### src/rtl/dbg_mode_pkg.sv
package dbg_mode_pkg;

  // Strobes from mode control to the key shifter
  typedef struct packed {
    logic shiftEn;
    logic shiftClr;
  } keyCtl_t;

  // Status returned by the key shifter
  typedef struct packed {
    logic lastBit;
    logic keyMatch;
  } keyStat_t;

endpackage

### src/rtl/dbg_key_shifter.sv
module dbg_key_shifter
  import dbg_mode_pkg::*;
#(
  parameter int unsigned KEY_WIDTH = 32,
  parameter logic [KEY_WIDTH-1:0] KEY_VALUE = 32'h5A3C_96E1
) (
  input  logic     clk,
  input  logic     rstN,
  input  keyCtl_t  ctl,
  input  logic     keyBit,
  output keyStat_t stat
);

  localparam int unsigned CNT_W = $clog2(KEY_WIDTH + 1);

  logic [KEY_WIDTH-1:0] shiftQ;
  logic [CNT_W-1:0]     cntQ;
  logic [KEY_WIDTH-1:0] shiftNext;

  // MSB first: the oldest bit ends up in the top position
  assign shiftNext     = {shiftQ[KEY_WIDTH-2:0], keyBit};
  assign stat.lastBit  = (cntQ == CNT_W'(KEY_WIDTH - 1));
  assign stat.keyMatch = (shiftNext == KEY_VALUE);

  always_ff @(posedge clk or negedge rstN) begin
    if (!rstN) begin
      shiftQ <= '0;
      cntQ   <= '0;
    end else if (ctl.shiftClr) begin
      shiftQ <= '0;
      cntQ   <= '0;
    end else if (ctl.shiftEn) begin
      shiftQ <= shiftNext;
      cntQ   <= cntQ + CNT_W'(1);
    end
  end

endmodule

### src/rtl/dbg_mode_fsm.sv
module dbg_mode_fsm
  import dbg_mode_pkg::*;
(
  input  logic     clk,
  input  logic     rstN,
  input  logic     resetPinN,
  input  logic     keyBitValid,
  input  logic     autoBaudLock,
  input  logic     dbgPin,
  input  logic     stopMode,
  input  logic     swDbgWrite,
  input  logic     swDbgBit,
  input  logic     porEvt,
  input  logic     borEvt,
  input  logic     wdtEvt,
  input  keyStat_t stat,
  output keyCtl_t  ctl,
  output logic     debugMode,
  output logic     unlocked,
  output logic     sysResetReq
);

  logic unlockedQ, debugQ, sysRstQ, stopLowPrevQ;
  logic keyGrant, stopLow, stopPulse, anyExit, enterReq;

  // Key bits count only while the reset pin is held low
  assign ctl.shiftEn  = ~resetPinN & keyBitValid;
  assign ctl.shiftClr = resetPinN | (ctl.shiftEn & stat.lastBit);
  assign keyGrant     = ctl.shiftEn & stat.lastBit & stat.keyMatch;

  // Debug pin low in stop mode: act on the first cycle only
  assign stopLow   = stopMode & ~dbgPin;
  assign stopPulse = stopLow & ~stopLowPrevQ;

  assign anyExit  = porEvt | borEvt | wdtEvt | ~resetPinN
                  | (swDbgWrite & ~swDbgBit) | stopPulse;
  assign enterReq = autoBaudLock & unlockedQ & resetPinN;

  always_ff @(posedge clk or negedge rstN) begin
    if (!rstN) begin
      unlockedQ    <= 1'b0;
      debugQ       <= 1'b0;
      sysRstQ      <= 1'b0;
      stopLowPrevQ <= 1'b0;
    end else begin
      stopLowPrevQ <= stopLow;
      sysRstQ      <= stopPulse;
      if (porEvt)        unlockedQ <= 1'b0;
      else if (keyGrant) unlockedQ <= 1'b1;
      if (anyExit)       debugQ <= 1'b0;
      else if (enterReq) debugQ <= 1'b1;
    end
  end

  assign debugMode   = debugQ;
  assign unlocked    = unlockedQ;
  assign sysResetReq = sysRstQ;

endmodule

### src/rtl/dbg_mode_ctrl.sv
module dbg_mode_ctrl
  import dbg_mode_pkg::*;
#(
  parameter int unsigned KEY_WIDTH = 32,
  parameter logic [KEY_WIDTH-1:0] KEY_VALUE = 32'h5A3C_96E1
) (
  input  logic clk,
  input  logic rstN,
  input  logic resetPinN,
  input  logic keyBitValid,
  input  logic keyBit,
  input  logic autoBaudLock,
  input  logic dbgPin,
  input  logic stopMode,
  input  logic swDbgWrite,
  input  logic swDbgBit,
  input  logic porEvt,
  input  logic borEvt,
  input  logic wdtEvt,
  output logic debugMode,
  output logic unlocked,
  output logic sysResetReq
);

  keyCtl_t  keyCtl;
  keyStat_t keyStat;

  dbg_key_shifter #(
    .KEY_WIDTH(KEY_WIDTH),
    .KEY_VALUE(KEY_VALUE)
  ) u_shifter (
    .clk   (clk),
    .rstN  (rstN),
    .ctl   (keyCtl),
    .keyBit(keyBit),
    .stat  (keyStat)
  );

  dbg_mode_fsm u_fsm (
    .clk         (clk),
    .rstN        (rstN),
    .resetPinN   (resetPinN),
    .keyBitValid (keyBitValid),
    .autoBaudLock(autoBaudLock),
    .dbgPin      (dbgPin),
    .stopMode    (stopMode),
    .swDbgWrite  (swDbgWrite),
    .swDbgBit    (swDbgBit),
    .porEvt      (porEvt),
    .borEvt      (borEvt),
    .wdtEvt      (wdtEvt),
    .stat        (keyStat),
    .ctl         (keyCtl),
    .debugMode   (debugMode),
    .unlocked    (unlocked),
    .sysResetReq (sysResetReq)
  );

endmodule

### config.mk
export PLATFORM = sky130hd
export DESIGN_NAME = dbg_mode_ctrl
export DESIGN_NICKNAME = d
export VERILOG_FILES = /design/src/rtl/dbg_mode_pkg.sv /design/src/rtl/dbg_key_shifter.sv /design/src/rtl/dbg_mode_fsm.sv /design/src/rtl/dbg_mode_ctrl.sv
export SDC_FILE = /design/constraint.sdc
export NUM_CORES = 1
export LEC_CHECK = 0
export BUFFER_PORTS_ARGS = -buffer_cell sky130_fd_sc_hd__buf_2
export CAP_MARGIN = 10
export CELL_PAD_IN_SITES_DETAIL_PLACEMENT = 0
export CELL_PAD_IN_SITES_GLOBAL_PLACEMENT = 2
export CORE_MARGIN = 3
export CORE_UTILIZATION = 35
export CTS_CLUSTER_SIZE = 24
export DETAILED_ROUTE_END_ITERATION = 16
export GPL_ROUTABILITY_DRIVEN = 0
export PLACE_DENSITY = 0.8
export SYNTH_ARGS = -nofsm -noshare
export SYNTH_HDL_FRONTEND = slang
export SYNTH_SLANG_ARGS = --single-unit
### constraint.sdc
create_clock -name clk -period 1.3 [get_ports clk]
set_input_delay 0.065 -clock clk [delete_from_list [all_inputs] [get_ports clk]]
set_output_delay 0.065 -clock clk [all_outputs]
set_load 0.02 [all_outputs]
==> summary.txt <==
Yosys
  – XOR/XNOR share of the synthesized area: 1.94%
  – Mapped Avg Cell Area: 11.8 um2
  – Multiplexer share of the synthesized area: 17.7%
  – Synth Register Bits: 41
  – Synth unique cells: 26
  – Share of the synthesized area in the top cell type: 56.7%
  – Synth Area in Adders: less than 1%
  – Post-synthesis simple-gate area fraction: 16.8%
  – Compound-Gate Fraction of Synth Area: 2.28%
  – Cells after Synth: roughly 150
  – Seq/Total Area, Yosys: a little under three fifths
  – Largest family of logic cells by synthesized area: multiplexers
  – Synth warn: 0
  – Synth top area cells: dfrtp_1, mux2i_1, nor2_1
  – Yosys top cell by area: dfrtp_1
  – Mapped Area: 1810 um2
  – Synthesized net count: about 170

Power
  – Cell Int Power: roughly 1.9 mW
  – Switching share of power: about a fifth
  – Max VDD drop: 0.000626 V
  – Seq pwr share: 52.6%
  – Static Leak: 1.13 nW
  – Comb power frac: 8.3%
  – Power Total: approximately 2.5 mW
  – PwrDens: 1070 nW/um2
  – Clock share of power: between 30% and 40%
  – Switching pwr: 526 uW

STA
  – RSZ-0062 raised after global routing: true
  – Final hold slack: -0.0648 ps
  – Post-route setup slack: -58.8 ps
  – Hold Violations, Final: 1
  – Sum Neg Setup Slack: -1480 ps
  – Final Max Tran Viols: 0
  – Fmax: 0.736 GHz
  – Slew HR: 68.5%
  – Final period util: 105%
  – Post-route minimum period: 1360 ps
  – Final setup fails: 34
  – Worst slew pin tran: 468 ps
  – Worst clock skew: 3.19 ps

Layout
  – Area Growth Syn to Fin: 26.6%
  – N_diodes: 0
  – Layout cell share with drive strength beyond 1: 31.7%
  – Post-layout util: 47.3%
  – Filler cells: 465
  – Final instance area: 2290 um2
  – Final net count: around 200
  – Final cell count without fillers: 256

Routing
  – Via/cell ratio: 4.79
  – 1st-iter DRT viols: 43
  – Post-Route WL: 3660 um
  – Pre-antenna DRT Iters: 4
  – Antenna-violating nets left: 0
  – Via count: 1225
  – Routed len/inst: approximately 14 um
  – Post-route DRC: 0

Job
  – Maxcap violations: 0

Place
  – Placed inst area: between 2000 and 2500 um2
  – Dpl hpwl: 2350 um
  – Pre-CTS setup slack: -51.1 ps
  – Placed cell count: 246
  – Port Buffers: 15

Floorplanning
  – Die Height: 77.9 um
  – Die area: 6070 um2
  – Starting density of the core: ~37%
  – Core Rows: 25
  – Num ports: 16
  – Core area: 4850 um2
  – Die width: 77.9 um

Global route
  – Vias in the first global route: approximately 1.4k
  – GRT Total Usage: 13.5%
  – Initial antenna violation count: 0
  – Grt ovf: 0
  – First-pass GRT wire length: about 6500 um
  – Largest net degree at the start of global routing: 42

Critical path
  – Reg2Reg Depth: 5
  – Worst r2r dst: u_shifter.shiftQ[2]
  – Register-to-register setup slack: -60 ps
  – Crit start category: flip-flop
  – Crit path capture type: flip-flop
  – Worst endpoint data arrival time: 1580 ps
  – Req. time, crit path: roughly 1500 ps
  – Maximum fanout along the worst path: 17
  – Reg2reg start: u_shifter.cntQ[1]
  – WS Path Type: flip-flop to flip-flop

Clock network
  – Clock Latency Late Sink: between 200 and 300 ps
  – H-tree Lvls: 2
  – Clock buffer depth: 2
  – CTS tree: yes
  – Root Buffer: clkbuf_8
  – Reg clk slew, reported paths: around 70 ps
  – Num CTS Buffers: 5
  – CTS Sinks: 41

Status
  – Failing checks: hold timing, setup timing
  – Status: complete, but fails checks

Hold path
  – Endpoint, Worst Hold: u_shifter.cntQ[5]
  – HP Class: input pin to flip-flop
  – Worst Hold Depth: 2
  – Startpoint of the worst hold path: resetPinN
-- worst max-delay path: stages, from the launching register on --
cell,delay (ps)
dfrtp_1,390
ha_2,200
nor3b_4,160
or2_4,270
buf_12,170
nor2_1,110
-- area by class of cell --
cell class              instances  area, um2  area share, %
flip-flops and latches         41       1030           44.8
multi-input cells             104        776           33.8
repair buffers                 36        299           13.0
well taps                      67       83.8           3.66
clock buffers                   5       68.8           3.00
clock inverters                 2       35.0           1.53
inverters                       1       3.75          0.164
-- state kept, by name (all words and copies together) (netlist names) --
name	flops
u_fsm.unlocked	1
u_shifter.cntQ	6
u_fsm.debugMode	1
u_shifter.shiftQ	31
u_fsm.stopLowPrevQ	1
u_fsm.sysResetReq	1
-- cell usage after synthesis --
master	number
a2111o_1	1
nand2b_1	1
ha_1	1
inv_1	1
nand3_1	1
nand4_2	1
o21ai_0	2
a41o_1	1
nand2_1	2
nor4b_1	4
nor2_1	38
nand4_1	5
buf_2	3
xnor2_1	1
xor2_1	3
buf_4	1
buf_6	4
nor4bb_1	1
mux2i_1	32
nor2b_1	3
nor3_1	2
dfrtp_1	41
a21oi_1	2
nor4_1	1
nor3b_2	1
or2_1	1
-- routing by layer --
layer	routed length [um]	GRT usage, %	vias to the layer above
met2	1900	22.6	6
met5	0	0	-
met3	61	3.25	4
li1	-	-	600
met4	34	5.07	0
met1	1660	16.9	615
-- placed cells by master, fill, tap and decap left out, drive strengths merged, types with 2 or more instances in the layout --
cell type    synthesis  routed
a21oi                2       2
buf                  8      34
clkbuf               0       5
dfrtp               41      41
dlygate4sd3          0       2
mux2i               32      32
nand2                2       2
nand4                6       6
nor2                38      38
nor2b                3       3
nor3                 2       2
nor4b                4       4
o21ai                2       2
xor2                 3       3
-- power groups by stage --
stage	combinational [mW]	sequential [mW]	clock (mW)
after detailed placement	0.180	1.32	0
after floorplan	0.0972	1.32	0
after CTS	0.203	1.29	1.01
final	0.204	1.30	0.964
after global routing	0.225	1.30	1.06
after global placement	0.175	1.32	0
-- cells by family (layout without fill, tap and decap cells) --
family                   after synthesis  count (layout)
multiplexers                          32              32
XOR/XNOR                               4               4
buffers and inverters                  9              44
AND/OR/NAND/NOR                       61              61
adder cells (fa/ha/maj)                1               1
flip-flops                            41              41
AO/OA/AOI/OAI                          6               6
-- timing repair --
action	in CTS	in global routing
hold buffers	2	0
buffers inserted	0	0
gates resized for setup	6	14
endpoints found under the hold margin	42	0
gates cloned	1	0
pin swaps	2	0
setup endpoints to repair	35	36
-- worst max-delay path by stage --
stage | start | endpoint | slack (ps)
after CTS | u_shifter.cntQ[1] | u_shifter.shiftQ[18] | -60
after global routing | u_shifter.cntQ[3] | u_shifter.shiftQ[21] | -110
after global placement | u_shifter.cntQ[1] | u_shifter.shiftQ[23] | -30
final | u_shifter.cntQ[1] | u_shifter.shiftQ[2] | -60
after detailed placement | u_shifter.cntQ[1] | u_shifter.shiftQ[9] | -50
after floorplan | u_shifter.cntQ[0] | u_shifter.shiftQ[10] | -50
Power figures use the tool's default switching activity.
